### src/rtl/lcdcmd_pkg.sv
package lcdcmd_pkg;

    localparam int BYTE_W  = 8;
    localparam int SUB_W   = 3;
    localparam int FIELD_W = 6;

    typedef enum logic [2:0] {
        K_PTR,
        K_MODE,
        K_DEVSEL,
        K_BANK,
        K_BLINK,
        K_RSVD
    } cmd_kind_e;

    // Packed order matches the bit positions of the mode-set byte (4..0).
    typedef struct packed {
        logic       low_power;
        logic       disp_en;
        logic       bias;
        logic [1:0] drive;
    } mode_cfg_t;

    typedef struct packed {
        logic in_sel;
        logic out_sel;
    } bank_cfg_t;

    typedef struct packed {
        logic       alt_mode;
        logic [1:0] freq;
    } blink_cfg_t;

    typedef struct packed {
        logic                 cont;
        cmd_kind_e            kind;
        logic [FIELD_W-1:0]   arg;
    } cmd_word_t;

    // Prefix-code classification of bits 6:0 of a command byte.
    function automatic cmd_kind_e kind_of(input logic [6:0] f);
        if (!f[6])              return K_PTR;
        if (!f[5])              return K_MODE;
        if (f[4:3] == 2'b00)    return K_DEVSEL;
        if (f[4:3] == 2'b10)    return K_BLINK;
        if (f[4:2] == 3'b110)   return K_BANK;
        return K_RSVD;
    endfunction

    function automatic cmd_word_t split_byte(input logic [BYTE_W-1:0] b);
        cmd_word_t w;
        w.cont = b[7];
        w.kind = kind_of(b[6:0]);
        w.arg  = b[FIELD_W-1:0];
        return w;
    endfunction

    function automatic logic [2:0] backplanes(input logic [1:0] drive);
        case (drive)
            2'b01:   return 3'd1;
            2'b10:   return 3'd2;
            2'b11:   return 3'd3;
            default: return 3'd4;
        endcase
    endfunction

endpackage

### src/rtl/lcdcmd_phase_ctrl.sv
module lcdcmd_phase_ctrl (
    input  logic clk,
    input  logic rst,
    input  logic xfer_start,
    input  logic byte_vld,
    input  logic cont_bit,
    output logic is_cmd,
    output logic is_data
);
    // Set when the next byte to arrive is to be taken as a command.
    logic cmd_next_q;

    always_comb begin
        is_cmd  = byte_vld & (xfer_start | cmd_next_q);
        is_data = byte_vld & ~xfer_start & ~cmd_next_q;
    end

    always_ff @(posedge clk) begin
        if (rst) begin
            cmd_next_q <= 1'b1;
        end else if (is_cmd) begin
            cmd_next_q <= cont_bit;
        end else if (xfer_start) begin
            cmd_next_q <= 1'b1;
        end
    end
endmodule

### src/rtl/lcdcmd_cfg_regs.sv
module lcdcmd_cfg_regs
    import lcdcmd_pkg::*;
(
    input  logic                clk,
    input  logic                rst,
    input  logic                cmd_stb,
    input  cmd_word_t           cmd,
    output mode_cfg_t           mode,
    output logic [SUB_W-1:0]    subaddr,
    output bank_cfg_t           bank,
    output blink_cfg_t          blink,
    output logic                ptr_load,
    output logic [FIELD_W-1:0]  ptr_val
);
    mode_cfg_t          mode_q;
    logic [SUB_W-1:0]   sub_q;
    bank_cfg_t          bank_q;
    blink_cfg_t         blink_q;

    always_ff @(posedge clk) begin
        if (rst) begin
            mode_q  <= '0;
            sub_q   <= '0;
            bank_q  <= '0;
            blink_q <= '0;
        end else if (cmd_stb) begin
            case (cmd.kind)
                K_MODE:   mode_q  <= mode_cfg_t'(cmd.arg[4:0]);
                K_DEVSEL: sub_q   <= cmd.arg[SUB_W-1:0];
                K_BANK:   bank_q  <= bank_cfg_t'(cmd.arg[1:0]);
                K_BLINK:  blink_q <= blink_cfg_t'(cmd.arg[2:0]);
                default:  ;
            endcase
        end
    end

    always_comb begin
        mode     = mode_q;
        subaddr  = sub_q;
        bank     = bank_q;
        blink    = blink_q;
        ptr_load = cmd_stb && (cmd.kind == K_PTR);
        ptr_val  = cmd.arg;
    end
endmodule

### src/rtl/lcdcmd_wr_path.sv
module lcdcmd_wr_path
    import lcdcmd_pkg::*;
#(
    parameter  int NUM_ADDR = 24,
    localparam int ADDR_W   = $clog2(NUM_ADDR)
) (
    input  logic                clk,
    input  logic                rst,
    input  logic                ptr_load,
    input  logic [FIELD_W-1:0]  ptr_val,
    input  logic                data_stb,
    input  logic [BYTE_W-1:0]   data_in,
    input  logic [SUB_W-1:0]    dev_sub,
    input  logic [SUB_W-1:0]    hw_sub,
    input  logic                bank_sel,
    output logic [ADDR_W-1:0]   ptr,
    output logic                wr_en,
    output logic [ADDR_W-1:0]   wr_addr,
    output logic [BYTE_W-1:0]   wr_data,
    output logic                wr_bank
);
    localparam logic [ADDR_W-1:0] LAST = ADDR_W'(NUM_ADDR - 1);

    logic [ADDR_W-1:0] ptr_q;
    logic [ADDR_W-1:0] load_val;
    logic [ADDR_W-1:0] ptr_inc;
    logic              wr_hit;

    always_comb begin
        load_val = ADDR_W'(32'(ptr_val) % 32'(NUM_ADDR));
        ptr_inc  = (ptr_q == LAST) ? '0 : ptr_q + 1'b1;
        wr_hit   = data_stb && (dev_sub == hw_sub);
    end

    always_ff @(posedge clk) begin
        if (rst) begin
            ptr_q   <= '0;
            wr_en   <= 1'b0;
            wr_addr <= '0;
            wr_data <= '0;
            wr_bank <= 1'b0;
        end else begin
            wr_en <= wr_hit;
            if (wr_hit) begin
                wr_addr <= ptr_q;
                wr_data <= data_in;
                wr_bank <= bank_sel;
            end
            if (ptr_load) begin
                ptr_q <= load_val;
            end else if (data_stb) begin
                ptr_q <= ptr_inc;
            end
        end
    end

    assign ptr = ptr_q;
endmodule

### src/rtl/lcdcmd_decoder.sv
module lcdcmd_decoder
    import lcdcmd_pkg::*;
#(
    parameter  int NUM_ADDR = 24,
    localparam int ADDR_W   = $clog2(NUM_ADDR)
) (
    input  logic              clk,
    input  logic              rst,
    input  logic              xfer_start,
    input  logic              byte_vld,
    input  logic [7:0]        byte_in,
    input  logic [2:0]        hw_subaddr,
    output logic              low_power,
    output logic              disp_en,
    output logic              bias_sel,
    output logic [1:0]        drive_mode,
    output logic [2:0]        bp_count,
    output logic [2:0]        dev_subaddr,
    output logic              bank_in_sel,
    output logic              bank_out_sel,
    output logic              blink_alt,
    output logic [1:0]        blink_freq,
    output logic              wr_en,
    output logic [ADDR_W-1:0] wr_addr,
    output logic [7:0]        wr_data,
    output logic              wr_bank
);
    cmd_word_t          cmd;
    logic               is_cmd;
    logic               is_data;
    mode_cfg_t          mode;
    bank_cfg_t          bank;
    blink_cfg_t         blink;
    logic               ptr_load;
    logic [FIELD_W-1:0] ptr_val;
    logic [ADDR_W-1:0]  ptr_q;

    assign cmd = split_byte(byte_in);

    lcdcmd_phase_ctrl u_phase (
        .clk        (clk),
        .rst        (rst),
        .xfer_start (xfer_start),
        .byte_vld   (byte_vld),
        .cont_bit   (cmd.cont),
        .is_cmd     (is_cmd),
        .is_data    (is_data)
    );

    lcdcmd_cfg_regs u_cfg (
        .clk      (clk),
        .rst      (rst),
        .cmd_stb  (is_cmd),
        .cmd      (cmd),
        .mode     (mode),
        .subaddr  (dev_subaddr),
        .bank     (bank),
        .blink    (blink),
        .ptr_load (ptr_load),
        .ptr_val  (ptr_val)
    );

    lcdcmd_wr_path #(.NUM_ADDR(NUM_ADDR)) u_wr (
        .clk      (clk),
        .rst      (rst),
        .ptr_load (ptr_load),
        .ptr_val  (ptr_val),
        .data_stb (is_data),
        .data_in  (byte_in),
        .dev_sub  (dev_subaddr),
        .hw_sub   (hw_subaddr),
        .bank_sel (bank.in_sel),
        .ptr      (ptr_q),
        .wr_en    (wr_en),
        .wr_addr  (wr_addr),
        .wr_data  (wr_data),
        .wr_bank  (wr_bank)
    );

    always_comb begin
        low_power    = mode.low_power;
        disp_en      = mode.disp_en;
        bias_sel     = mode.bias;
        drive_mode   = mode.drive;
        bp_count     = backplanes(mode.drive);
        bank_in_sel  = bank.in_sel;
        bank_out_sel = bank.out_sel;
        blink_alt    = blink.alt_mode;
        blink_freq   = blink.freq;
    end
endmodule

### config.mk
export PLATFORM = sky130hd
export DESIGN_NAME = lcdcmd_decoder
export DESIGN_NICKNAME = d
export VERILOG_FILES = /design/src/rtl/lcdcmd_pkg.sv /design/src/rtl/lcdcmd_phase_ctrl.sv /design/src/rtl/lcdcmd_cfg_regs.sv /design/src/rtl/lcdcmd_wr_path.sv /design/src/rtl/lcdcmd_decoder.sv
export SDC_FILE = /design/constraint.sdc
export NUM_CORES = 1
export LEC_CHECK = 0
export CORE_MARGIN = 1
export CORE_UTILIZATION = 25
export DETAILED_ROUTE_END_ITERATION = 6
export PLACE_DENSITY = 0.47
export SETUP_SLACK_MARGIN = 0.5
export SYNTH_ARGS = -nofsm -noshare
export SYNTH_HDL_FRONTEND = slang
export SYNTH_HIERARCHICAL = 1
export SYNTH_SLANG_ARGS = --single-unit
### constraint.sdc
create_clock -name clk -period 2.1 [get_ports clk]
set_clock_uncertainty 0.05 [all_clocks]
set_input_delay 0.21 -clock clk [delete_from_list [all_inputs] [get_ports clk]]
set_output_delay 0.21 -clock clk [all_outputs]
set_load 0.05 [all_outputs]
# Yosys cells after proc, flatten, opt, wreduce, memory -nomap -nowiden
# Index checks and enable logic that the tools add are counted.
dict set report word_totals {
  reg_bits 34
  inputBits 15
  out_inout_bits 31
  wordCells 74
}
dict set report op_classes {
  n_addsub 1
  div_mod_pow 1
  n_eq_ne 11
  mux 30
  bitwise 6
  n_reduce_logical 10
}
# op n
set op_table {}
lappend op_table {{$mod 6x5->32 const B} 1}
lappend op_table {{$mux 3} 10}
lappend op_table {{$mux 1} 16}
lappend op_table {{$mux 5} 3}
lappend op_table {{$pmux 3 s3} 1}
lappend op_table {{$reduce_and 2->1} 4}
lappend op_table {{$eq 2x2->1 const B} 3}
lappend op_table {{$eq 3x2->1 const B} 2}
lappend op_table {{$eq 3x3->1 const B} 2}
lappend op_table {{$add 5x1->5 const B} 1}
lappend op_table {{$eq 5x5->1 const B} 1}
lappend op_table {{$reduce_bool 2->1} 2}
lappend op_table {{$and 1x1->1} 3}
lappend op_table {{$eq 3x1->1 const B} 1}
lappend op_table {{$eq 3x3->1} 1}
lappend op_table {{$logic_not 3->1} 1}
lappend op_table {{$eq 2x1->1 const B} 1}
lappend op_table {{$logic_and 1x1->1} 2}
lappend op_table {{$logic_not 2->1} 1}
lappend op_table {{$not 1->1} 2}
lappend op_table {{$or 1x1->1} 1}

# Longest topological paths before layout
# Gate-level depths: netlist (run 1).
dict set report logic_depth {
  ltp_word 19
  ltp_mapped 6
  depth_no_buf 6
}

# Modules after synthesis
# The synthesis (run 1) kept the hierarchy.
# module instances cells_per_inst area_each_um2 seq_area_each_um2
set modules_own_cells {}
lappend modules_own_cells {lcdcmd_wr_path 1 104 1022.2 400.4}
lappend modules_own_cells {lcdcmd_cfg_regs 1 57 616.8 260.2}
lappend modules_own_cells {lcdcmd_decoder 1 10 53.8 0.0}
lappend modules_own_cells {lcdcmd_phase_ctrl 1 6 52.6 20.0}

# Least setup slack after synthesis (run 1)
# OpenSTA, ideal clock, no wires.
dict set report synth_timing {
  path_kind {input-to-reg}
  start {input port byte_in[3]}
  end {register u_wr.ptr_q[3], in the netlist u_wr/ptr[3]}
  t_arrival_ns 1.722
  t_required_ns 1.958
  setup_slack_ns 0.236
  stages 6
  n_path_buf 0
  path_cell_list {or2_1 -> and3b_1 -> nor4b_1 -> inv_1 -> a211o_1 -> o32ai_1}
}
# element line_no
set synth_lines {}
lappend synth_lines {{start, declared} lcdcmd_decoder.sv:11} ;# input logic [7:0] byte_in,
lappend synth_lines {{end signal, assigned} lcdcmd_wr_path.sv:50} ;# ptr_q <= load_val;
lappend synth_lines {{end signal, assigned} lcdcmd_wr_path.sv:52} ;# ptr_q <= ptr_inc;
lappend synth_lines {{end, declared} lcdcmd_wr_path.sv:24} ;# logic [ADDR_W-1:0] ptr_q;

==> impl_metrics.ini, run 1 <==
[run_status]
outcome = finished, final reports clean

[timing]
hold_viol = 0
finalSetupTns_ps = 0
fmax_mhz = 660
setup_viol = 0
rsz0062_at_grt = yes
finalCritPeriodShare_pct = 72.1
worst_pin_slew_ps = 508
slew_headroom_pct = 66.3
hold-worst-slack_ps = 168
drv_slew = 0
finalCriticalPeriod_ps = 1510

[critical_path]
critical_path.max_stage_delay_ps = 300
regToRegEndpoint = u_wr/ptr[0]
crit_cells = 7
worstRegToRegCells = 4
arrival_ps = 1660
endpoint_kind = flop
crit_start = byte_in[2]
path_buf_inv = 2
crit_fanout = 4
worstPathRequired_ps = 2250
r2r-start = u_wr/ptr[0]
endpoint = u_wr/ptr[0]
criticalPathCategory = primary input to flop
slowest_stage = nor4b_4
rrSetupSlack_ps = 610
critPathTopFamily = simple AND/OR/NAND/NOR gates
cp-start-kind = primary input
path_cells = dlygate4sd2_1 > nand3b_1 > and3b_2 > nor4b_4 > buf_4 > a21oi_1 > a221oi_2

[floorplanning]
dieArea_sq_um = 7320
ioPinCount = 46
start_util_pct = 25.8
core_sq_um = 6760
rows = 30
die_h_microns = 85.6
die_w_microns = 85.6

[layout]
syn_to_final_growth_pct = 37.4
seq_area_sq_um = 687
nFillCells = 740
final_cells = 310
n_antenna_cell = 0
nets = 246
fin_util_pct = 35.5
layout-drive-gt1-share_pct = 15.7
multi_input_area_sq_um = 1000

[synth]
synth_edf_count = 0
synth_top_area_share_pct = 39.0
syn_inst = 177
yosys-top-cells-count = nand2b_1, dfxtp_1, mux2i_1
syn_avg_cell_area_sq_um = 9.86
synth_seq_cells = 34
ys.flop_type = dfxtp_1
synthesis.nets = 194
yosysUniqueCellTypes = 38
async_flop_share_pct = 0
ys_seq_area_share_pct = 39.0
synth_area_leaders = dfxtp_1, mux2i_1, nand2b_1
synth.most_common_cell = nand2b_1
yosys_warnings = 6
synth_area_sq_um = 1750
yosysTopAreaCell = dfxtp_1

[place]
gp_congestion = 0.675
dp.cells = 302
dp_hpwl_microns = 2860
io_buffers = 45

[power]
powerDensity_nw_per_um2 = 567
total_leakage_power_nw = 1.06
vdd_ir_drop_max_uv = 203
power_mw = 1.36

[grt]
grt_pass1_wl_microns = 6530
grt_overflow_total = 0
grt_max_degree = 55
grtUsageTotal_pct = 11.8
grt_antenna_before_repair = 0
grt_pass1_vias = 1261

[job]
cap_violations = 0

[clock_network]
cts.path.max_buffers = 2
holdBufCountCts = 0
cts_tree = yes
root_buffer = clkbuf_8
clkTransAtPathRegs_ps = 70
clk_latency_ps = 290
clkSinkCount = 34
cts_buffers = 5
htree_levels = 2

[min_path]
holdPathStages = 3
hp-class = primary input to flop

[route]
drc_errors = 0
ant_nets = 0
vias_per_cell = 4.41
drt-initial-drc-count = 96
dr_total_vias = 1366
totalWireLength_microns = 4050
wl_per_cell_microns = 13.1
drtPass1Iterations = 4
cells by family (layout without fill, tap and decap cells):
family | after synthesis | in the layout | synth area share (%)
fa+ha+maj | 2 | 2 | 1.43
buf+inv | 18 | 71 | 5.59
mux | 30 | 30 | 17.3
compound gates | 14 | 14 | 5.59
xor+xnor | 4 | 4 | 2.01
flops | 34 | 34 | 39.0
simple gates | 75 | 75 | 29.1
per-layer routing:
layer | global-route usage (%) | up-vias | part of all wire [%]
met4 | 5.00 | 0 | 1.7
met2 | 17.2 | 37 | 43
li1 | - | 702 | -
met1 | 16.0 | 622 | 50
met3 | 3.75 | 5 | 5.6
met5 | 0 | - | 0
cell type report:
class,instances,area share [%]
well taps,80,4.17
flip-flops and latches,34,28.6
clock buffers,8,3.34
multi-input cells,125,41.7
inverters,4,0.626
repair buffers,59,21.5
sequential cells by signal, indices dropped and copies added (netlist names):
name	flops
u_cfg/mode	5
u_wr/ptr	5
u_phase/cmd_next_q	1
u_wr/wr_addr	5
u_cfg/blink	3
u_wr/wr_en	1
u_wr/wr_data	8
u_cfg/subaddr	3
u_cfg/bank	2
u_wr/wr_bank	1
layout by cell type, fill, tap and decap left out, types with 2 or more instances in the layout:
| cell | n |
|---|---|
| mux2i_1 | 29 |
| dfxtp_1 | 31 |
| xor2_1 | 4 |
| clkbuf_2 | 2 |
| nand4bb_1 | 3 |
| clkbuf_1 | 3 |
| nand2b_1 | 46 |
| a21oi_1 | 5 |
| inv_1 | 2 |
| clkdlybuf4s50_1 | 9 |
| and4b_1 | 2 |
| nor2_1 | 2 |
| nand3b_1 | 2 |
| dfxtp_2 | 2 |
| buf_4 | 13 |
| nor2b_1 | 4 |
| clkbuf_8 | 5 |
| dlygate4sd2_1 | 34 |
| nand2_1 | 4 |
| inv_2 | 2 |
| a211oi_1 | 2 |
stage by stage:
stage | cell area [sq um] | setup slack, ps
global placement | 2350 | 99.4
CTS | 2390 | 507
floorplan | 1770 | 501
detailed placement | 2350 | 57.0
finish | 2400 | 585
global route | 2400 | 497
tightest hold or removal path, cell delays in order:
cell      delay (ps)
clkbuf_2         120
nand2b_1          70
mux2i_1           60
timing repair:
item / CTS / global route
endpoints found under the hold margin: 0 / 0
pin swaps: 1 / 3
resized for setup: 36 / 10
setup endpoints to repair: 49 / 15
setup buffers: 0 / 0
worst min-delay path by stage:
stage / startpoint / to
6_report: byte_in[4] / u_wr/wr_data[4]
3_5_place_dp: u_wr/wr_addr[2] / u_wr/wr_addr[2]
5_1_grt: byte_in[4] / u_wr/wr_data[4]
4_1_cts: byte_in[6] / u_wr/wr_data[6]
2_1_floorplan: rst / u_phase/cmd_next_q
3_3_place_gp: u_cfg/mode[4] / u_cfg/mode[4]
report_power, final:
part	switching [mW]	leakage [nW]	internal, mW
combinational	0.114	0.746	0.0997
clock	0.238	0.0395	0.236
sequential	0.0141	0.277	0.659
(Power assumes the default switching activity.)
==> inputs of run 2 (changes only) <==
clock period = 1.6 ns   (was 2.1 ns; I/O delays follow)
==> run 2 against run 1 <==
Net effect:
- first-iteration DRC count down 73%
- final area up 17%
- via count up 6.7%
- critical path type is now flop to flop
==> impl_metrics.ini, run 2 (same netlist as run 1, synthesis figures left out) <==
[run_status]
outcome = finished, final reports clean

[layout]
layout_common_cells = nand2b_1, buf_4, mux2i_1, dfxtp_1, buf_6
fin_area_sq_um = 2810
n_antenna_cell = 0
final_cells = 328
regMostFlops = u_wr/wr_data
largest_reg_flops = 8
nets = 264
layout-drive-gt1-share_pct = 43.5
syn_to_final_growth_pct = 60.8
final_common_cell = nand2b_1

[timing]
rsz0062_at_grt = yes
hold-worst-slack_ps = 203
finalCritPeriodShare_pct = 87.2
worst_pin_slew_ps = 254
hold_viol = 0
finalSetupTns_ps = 0
drv_slew = 0
setup_viol = 0
fmax_mhz = 717
slew_headroom_pct = 82.9
finalCriticalPeriod_ps = 1390

[place]
gp_congestion = 0.685
dp.cells = 311
io_buffers = 45
dp_hpwl_microns = 2790
placed_cell_area_sq_um = 2420

[floorplanning]
die_w_microns = 85.6
dieArea_sq_um = 7320
die_h_microns = 85.6
ioPinCount = 46
core_sq_um = 6760
start_util_pct = 25.8
rows = 30

[power]
total_leakage_power_nw = 1.16
vdd_ir_drop_max_uv = 323
powerDensity_nw_per_um2 = 794
power_mw = 2.23

[clock_network]
cts_buffers = 5
clkSinkCount = 34
clkTransAtPathRegs_ps = 70
cts_tree = yes
root_buffer = clkbuf_8
htree_levels = 2
cts.path.max_buffers = 2
holdBufCountCts = 0
clk_latency_ps = 290

[grt]
grt_overflow_total = 0
grtUsageTotal_pct = 11.7
grt_antenna_before_repair = 0
grt_pass1_wl_microns = 6640
grt_max_degree = 38
grt_pass1_vias = 1444
met1_usage_pct = 14.1
met3_usage_pct = 3.18
busiest_layer = met2
grt_util_met2_pct = 20.1

[critical_path]
crit_fanout = 3
endpoint_kind = flop
worstPathRequired_ps = 1750
cp-start-kind = flop
criticalPathCategory = flop to flop
arrival_ps = 1550

[route]
totalWireLength_microns = 4040
vias_per_cell = 4.45
dr_total_vias = 1458
drtPass1Iterations = 4
drt-initial-drc-count = 26
drc_errors = 0
ant_nets = 0
wl_per_cell_microns = 12.3

[job]
cap_violations = 0

[min_path]
hp-class = primary input to flop
[run 2: power breakdown]
part           switching (mW)  leakage (nW)  total, mW  internal [mW]
clock network           0.342        0.0683      0.967          0.625
logic                   0.176         0.810      0.380          0.204
registers              0.0203         0.279      0.881          0.861
total                   0.539          1.16       2.23           1.69
[run 2: area by class of cell]
class,count,area (sq um)
repair buffers,77,716
clock inverters,3,68.8
inverters,4,17.5
well taps,80,100
fillers,675,3950
multi-input cells,125,1140
clock buffers,5,68.8
flip-flops and latches,34,699
[run 2: per-stage QoR]
step | utilization, % | setup slack (ps)
after floorplan | - | 66.2
after global placement | 35.8 | -372
after detailed placement | 35.8 | -472
after CTS | 40.6 | 208
final | 41.5 | 205
after global routing | 41.5 | 136
[run 2: metal layers]
metal	part of all wire (%)	wire [microns]
met4	1.2	47
met1	47	1910
met2	48	1930
met5	0	0
met3	3.8	155
[run 2: worst max-delay path: stages, from the launching register on]
cell	delay (ps)
dfxtp_2	330
nor2_4	120
and2_4	170
inv_4	40
or3_4	370
a221oi_2	220
[run 2: what timing repair did]
item                       CTS  global route
pin swaps                   13             5
cloned                       0             0
buffers inserted             6             3
setup endpoints to repair   38            39
resized for setup           51             9
hold endpoints to repair     0             0
[run 2: final timing paths]
path                                         start               to  slack (ps)  cells past startpoint
worst min register to register     u_wr/wr_addr[3]  u_wr/wr_addr[3]         420                      2
worst min-delay path                    byte_in[3]    u_cfg/mode[3]         200                      4
worst max register to register  u_phase/cmd_next_q      u_wr/ptr[0]         210                      5
worst max-delay path            u_phase/cmd_next_q      u_wr/ptr[0]         210                      5
